===== src/rtl/cmd_dec_pkg.sv =====
package cmd_dec_pkg;
  localparam int BYTE_W    = 8;
  localparam int CMD_BYTES = 4;
  localparam int NUM_FAM   = 2;
  localparam int WIN_W     = BYTE_W * CMD_BYTES;

  // Family 0: serial link words; family 1: network-forwarded words.
  localparam logic [NUM_FAM*WIN_W-1:0] DEF_START = {32'hAA55FFA0, 32'hAA55EEA0};
  localparam logic [NUM_FAM*WIN_W-1:0] DEF_STOP  = {32'hAA55FFB1, 32'hAA55EEB1};
  localparam logic [NUM_FAM*WIN_W-1:0] DEF_RESET = {32'hAA55FFC1, 32'hAA55EEC1};

  // Datapath -> control: which command completed with the current byte.
  typedef struct packed {
    logic start;
    logic stop;
    logic reset;
  } cmd_hit_t;

  // Control -> datapath strobes.
  typedef struct packed {
    logic clearWin;
  } ctl_strobe_t;
endpackage


===== src/rtl/cmd_window.sv =====
module cmd_window
  import cmd_dec_pkg::*;
#(
  parameter int BYTE_W    = cmd_dec_pkg::BYTE_W,
  parameter int CMD_BYTES = cmd_dec_pkg::CMD_BYTES,
  parameter int NUM_FAM   = cmd_dec_pkg::NUM_FAM,
  parameter int WIN_W     = BYTE_W * CMD_BYTES,
  parameter logic [NUM_FAM*WIN_W-1:0] START_CODES = cmd_dec_pkg::DEF_START,
  parameter logic [NUM_FAM*WIN_W-1:0] STOP_CODES  = cmd_dec_pkg::DEF_STOP,
  parameter logic [NUM_FAM*WIN_W-1:0] RESET_CODES = cmd_dec_pkg::DEF_RESET
) (
  input  logic              clk,
  input  logic              rst,
  input  logic              rxValid,
  input  logic [BYTE_W-1:0] rxByte,
  input  ctl_strobe_t       ctl,
  output cmd_hit_t          hits
);
  logic [WIN_W-1:0]   win;
  logic [WIN_W-1:0]   nextWin;
  logic [NUM_FAM-1:0] startVec, stopVec, resetVec;

  // Newest byte enters at the least significant end.
  assign nextWin = {win[WIN_W-BYTE_W-1:0], rxByte};

  for (genvar f = 0; f < NUM_FAM; f++) begin : g_fam
    assign startVec[f] = rxValid && (nextWin == START_CODES[f*WIN_W +: WIN_W]);
    assign stopVec[f]  = rxValid && (nextWin == STOP_CODES [f*WIN_W +: WIN_W]);
    assign resetVec[f] = rxValid && (nextWin == RESET_CODES[f*WIN_W +: WIN_W]);
  end

  always_comb begin
    hits.start = |startVec;
    hits.stop  = |stopVec;
    hits.reset = |resetVec;
  end

  always_ff @(posedge clk) begin
    if (rst)               win <= '0;
    else if (ctl.clearWin) win <= '0;
    else if (rxValid)      win <= nextWin;
  end

  // an accepted byte that completes nothing lands at the low end
  a_r2_byte_shift_in: assert property (@(posedge clk) disable iff (rst)
    (rxValid && !ctl.clearWin) |=> (win[BYTE_W-1:0] == $past(rxByte)));

  // a completed command leaves an empty window
  a_r7_window_empty_after_hit: assert property (@(posedge clk) disable iff (rst)
    (hits.start || hits.stop || hits.reset) |=> (win == '0));

  // idle cycles do not move the window
  a_r8_idle_window_stable: assert property (@(posedge clk) disable iff (rst)
    !rxValid |=> $stable(win));
endmodule


===== src/rtl/cmd_ctrl.sv =====
module cmd_ctrl
  import cmd_dec_pkg::*;
(
  input  logic        clk,
  input  logic        rst,
  input  cmd_hit_t    hits,
  output ctl_strobe_t ctl,
  output logic        captureEn,
  output logic        acqResetPulse
);
  logic anyHit;

  assign anyHit       = hits.start || hits.stop || hits.reset;
  assign ctl.clearWin = anyHit;

  // Priority reset > stop > start; codes are distinct so at most one fires.
  always_ff @(posedge clk) begin
    if (rst) begin
      captureEn     <= 1'b0;
      acqResetPulse <= 1'b0;
    end else begin
      acqResetPulse <= hits.reset;
      if (hits.reset || hits.stop) captureEn <= 1'b0;
      else if (hits.start)         captureEn <= 1'b1;
    end
  end

  a_r3_start_sets_enable: assert property (@(posedge clk) disable iff (rst)
    hits.start |=> captureEn);

  a_r4_stop_clears_enable: assert property (@(posedge clk) disable iff (rst)
    hits.stop |=> !captureEn);

  a_r5_pulse_single_cycle: assert property (@(posedge clk) disable iff (rst)
    acqResetPulse |=> !acqResetPulse);

  a_r5_pulse_with_enable_low: assert property (@(posedge clk) disable iff (rst)
    acqResetPulse |-> !captureEn);

  a_r8_no_hit_holds_state: assert property (@(posedge clk) disable iff (rst)
    !anyHit |=> ($stable(captureEn) && !acqResetPulse));

  a_r5_at_most_one_hit: assert property (@(posedge clk) disable iff (rst)
    $countones({hits.start, hits.stop, hits.reset}) <= 1);
endmodule


===== src/rtl/cmd_decoder.sv =====
module cmd_decoder
  import cmd_dec_pkg::*;
#(
  parameter int BYTE_W    = cmd_dec_pkg::BYTE_W,
  parameter int CMD_BYTES = cmd_dec_pkg::CMD_BYTES,
  parameter int NUM_FAM   = cmd_dec_pkg::NUM_FAM,
  parameter logic [NUM_FAM*BYTE_W*CMD_BYTES-1:0] START_CODES = cmd_dec_pkg::DEF_START,
  parameter logic [NUM_FAM*BYTE_W*CMD_BYTES-1:0] STOP_CODES  = cmd_dec_pkg::DEF_STOP,
  parameter logic [NUM_FAM*BYTE_W*CMD_BYTES-1:0] RESET_CODES = cmd_dec_pkg::DEF_RESET
) (
  input  logic              clk,
  input  logic              rst,
  input  logic              rxValid,
  input  logic [BYTE_W-1:0] rxByte,
  output logic              captureEn,
  output logic              acqResetPulse
);
  localparam int WIN_W = BYTE_W * CMD_BYTES;

  cmd_hit_t    hits;
  ctl_strobe_t ctl;

  cmd_window #(
    .BYTE_W     (BYTE_W),
    .CMD_BYTES  (CMD_BYTES),
    .NUM_FAM    (NUM_FAM),
    .WIN_W      (WIN_W),
    .START_CODES(START_CODES),
    .STOP_CODES (STOP_CODES),
    .RESET_CODES(RESET_CODES)
  ) u_window (
    .clk    (clk),
    .rst    (rst),
    .rxValid(rxValid),
    .rxByte (rxByte),
    .ctl    (ctl),
    .hits   (hits)
  );

  cmd_ctrl u_ctrl (
    .clk          (clk),
    .rst          (rst),
    .hits         (hits),
    .ctl          (ctl),
    .captureEn    (captureEn),
    .acqResetPulse(acqResetPulse)
  );
endmodule


===== config.mk =====
export PLATFORM = sky130hd
export DESIGN_NAME = cmd_decoder
export DESIGN_NICKNAME = d
export VERILOG_FILES = /design/src/rtl/cmd_dec_pkg.sv /design/src/rtl/cmd_window.sv /design/src/rtl/cmd_ctrl.sv /design/src/rtl/cmd_decoder.sv
export SDC_FILE = /design/constraint.sdc
export NUM_CORES = 1
export LEC_CHECK = 0
export BUFFER_PORTS_ARGS = -buffer_cell sky130_fd_sc_hd__buf_2
export CORE_AREA = 2 2 47 49
export CTS_CLUSTER_DIAMETER = 50
export DETAILED_ROUTE_END_ITERATION = 10
export DIE_AREA = 0 0 49 51
export GPL_ROUTABILITY_DRIVEN = 0
export PLACE_DENSITY_LB_ADDON = 0.1
export SLEW_MARGIN = 20
export SYNTH_ARGS = -nofsm -noshare
export SYNTH_HDL_FRONTEND = slang
export SYNTH_SLANG_ARGS = --single-unit
export TNS_END_PERCENT = 1

===== constraint.sdc =====
create_clock -name clk -period 2.75 [get_ports clk]
set_clock_uncertainty 0.05 [all_clocks]
set_input_delay 0.4125 -clock clk [delete_from_list [all_inputs] [get_ports clk]]
set_output_delay 0.4125 -clock clk [all_outputs]
set_load 0.05 [all_outputs]

==> reports/qor.txt <==
Commonest non-fill, non-tap cell in the layout -> dfxtp_1
Combinational share of power -> 0.091
Overall power -> 0.642 mW
Max cap viols -> 0
Slack of the worst reg-to-reg path -> 1.00 ns
Clk network pwr share -> 0.286
Detailed-route DRC error count -> 0
P_sw -> 0.144 mW
Final WL -> 1990 um
Pin count of the biggest net entering global routing -> 27
Reg-to-Reg Start -> u_window.win[11]$_SDFFE_PP0P_
Antenna Nets Post-Route -> 0
Antenna Cells -> 0
Final Hold Vio Count -> 0
Post-CTS Setup Inserts -> 0
Height of the die -> 51 um
Most frequent cells in the layout -> dfxtp_1 (26), mux2i_1 (24), nor3_1 (24)
Number of global-route vias before repair -> 764
Final setup viols -> 0
TritonCTS Buffers -> 3
Period utilisation layout -> 0.635
Leak pwr -> 0.506 nW
Core footprint -> 2060 sq um
Max_slew headroom -> 0.685
Max FO, Critical Path -> 24
Die Area -> 2500 sq um
Share of power burned in registers -> 0.623
R2R Path End -> u_window.win[20]$_SDFFE_PP0P_
Initial DRC Count -> 17
Post-Synthesis Cells -> 107
I/O Buffers -> 12
Worst Hold Class -> in -> reg
Global router's overall resource usage -> 0.177
Area grow syn2layout -> 7.93%
CP Launch Point -> u_window.win[11]$_SDFFE_PP0P_
Cell Area, Synth -> 1140 sq um
Worst Path Required -> 2.89 ns
Hold_ws -> 0.360 ns
Rows -> 17
Global route overflow -> 0
Fmax -> 572 MHz
Critical path class -> reg -> reg
Ports -> 13
Type of origin of the critical path -> register
Fin. max-slew vios -> 0
Cell Int Power -> 0.498 mW
Unrepaired setup endpoints after global routing -> false
Post-CTS sizing -> 0
WL per Instance -> 13.8 um
Status -> finished, final reports clean
Initial core utilization -> 0.551
Yosys reg bits -> 26
Reg2reg path depth -> 4
Minimum clock period -> 1.75 ns
Pwr dens -> 524 nW/um^2
Synth unique cells -> 25
Hold path startpoint -> rxByte[1]
Slew of the pin with the lowest slew margin -> 0.473 ns
Root Driver -> clkbuf_4
Initial antenna violation count -> 0
Hold path cells -> 3
Die W -> 49 um
Peak VDD IR -> 0.402 mV
Final #Nets -> 128
Critical path capture point type -> register
TNS Setup -> 0 ns
Max clock buf depth -> 2
CTS tree -> built
Finished Core Util -> 0.594
DPL Wire Length -> 1400 um
First-pass GRT wire length -> 3370 um
Syn_area_per_cell -> 10.6 sq um
H-tree depth -> 1
Hold path endpoint -> u_window.win[1]$_SDFFE_PP0P_
Layout cell share with drive strength beyond 1 -> 0.172
Clock Latency Late Sink -> 0.31 ns
Worst endpoint data arrival time -> 1.88 ns
Sequential area share after synthesis -> 0.458
Pre-CTS setup slack -> 0.825 ns
Final WS setup -> 1.00 ns
Sw frac -> 0.224
Post-Syn Nets -> 118
Clk pin slew, worst setup/hold paths -> 0.13 ns
Via/cell ratio -> 5.83
DR pass1 iterations -> 4
Via count -> 840
Post-CTS Hold Fix Bufs -> 0
Synth warn -> 0
Sink Count -> 26
[routing by layer]
metal | vias up | track usage | wire (um)
li1 | 424 | - | -
met1 | 400 | 0.227 | 965
met2 | 14 | 0.292 | 955
met3 | 2 | 0.0263 | 47
met4 | 0 | 0.0857 | 20
met5 | - | 0 | 0
[through the flow]
step	std cells	instance area [sq um]
final	144	1230
after global routing	144	1230
after CTS	144	1230
after detailed placement	140	1190
after global placement	140	1190
after floorplan	107	1140
[worst max path at each step]
stage,to,slack [ns],cells after the start
2_1_floorplan,u_window.win[10]$_SDFFE_PP0P_,1.20,6
3_3_place_gp,u_window.win[15]$_SDFFE_PP0P_,0.84,5
3_5_place_dp,u_window.win[0]$_SDFFE_PP0P_,0.83,5
4_1_cts,u_window.win[5]$_SDFFE_PP0P_,1.0,4
5_1_grt,u_window.win[15]$_SDFFE_PP0P_,0.89,4
6_report,u_window.win[20]$_SDFFE_PP0P_,1.00,4
[layout make-up]
| cell class | count | area [sq um] |
|---|---|---|
| multi-input cells | 73 | 567 |
| clock buffers | 4 | 36.3 |
| well taps | 28 | 35.0 |
| flip-flops and latches | 26 | 520 |
| fillers | 197 | 837 |
| repair buffers | 13 | 67.6 |
[worst max-delay path, stage by stage (launching register included)]
cell and delay (ns):
dfxtp_1 0.34, nand4b_1 0.22, nor4_2 0.33, o2111a_2 0.57, nor3_1 0.11
[flip-flops by register name, indices dropped and copies added, names as in the netlist]
register and cells:
u_ctrl.captureEn 1, u_ctrl.acqResetPulse 1, u_window.win 24
[logic make-up (layout without fill, tap and decap cells)]
family	after synthesis	count (layout)	synth area share
buffers and inverters	8	17	0.0429
and+or+nand+nor	43	43	0.246
DFF	26	26	0.458
AOI/OAI and AO/OA	5	5	0.0341
xor gates and xnor gates	1	1	0.00771
muxes	24	24	0.211
[synth_stat cells (all sizes together)]
cell type / instances / area share
a21oi: 1 / 0.0044
nor4: 1 / 0.011
clkbuf: 2 / 0.0066
o21ai: 1 / 0.0044
and4b: 2 / 0.018
nor2: 1 / 0.0033
o2111a: 1 / 0.011
xor2: 1 / 0.0077
a211oi: 1 / 0.0066
and3: 1 / 0.0055
dfxtp: 26 / 0.46
nand4: 1 / 0.0055
and2: 2 / 0.011
nor4b: 4 / 0.036
nor3: 24 / 0.11
or3b: 1 / 0.0077
nand3b: 2 / 0.013
nand2b: 1 / 0.0055
buf: 6 / 0.036
a41oi: 1 / 0.0077
mux2i: 24 / 0.21
nand4b: 3 / 0.023
[power by group through the flow]
stage	Clock [mW]	Combinational [mW]	Sequential [mW]
finish	0.184	0.0586	0.400
global route	0.203	0.0655	0.401
CTS	0.193	0.0589	0.400
detailed placement	0	0.0588	0.408
global placement	0	0.0574	0.408
floorplan	0	0.0430	0.405
(Power assumes the default switching activity.)
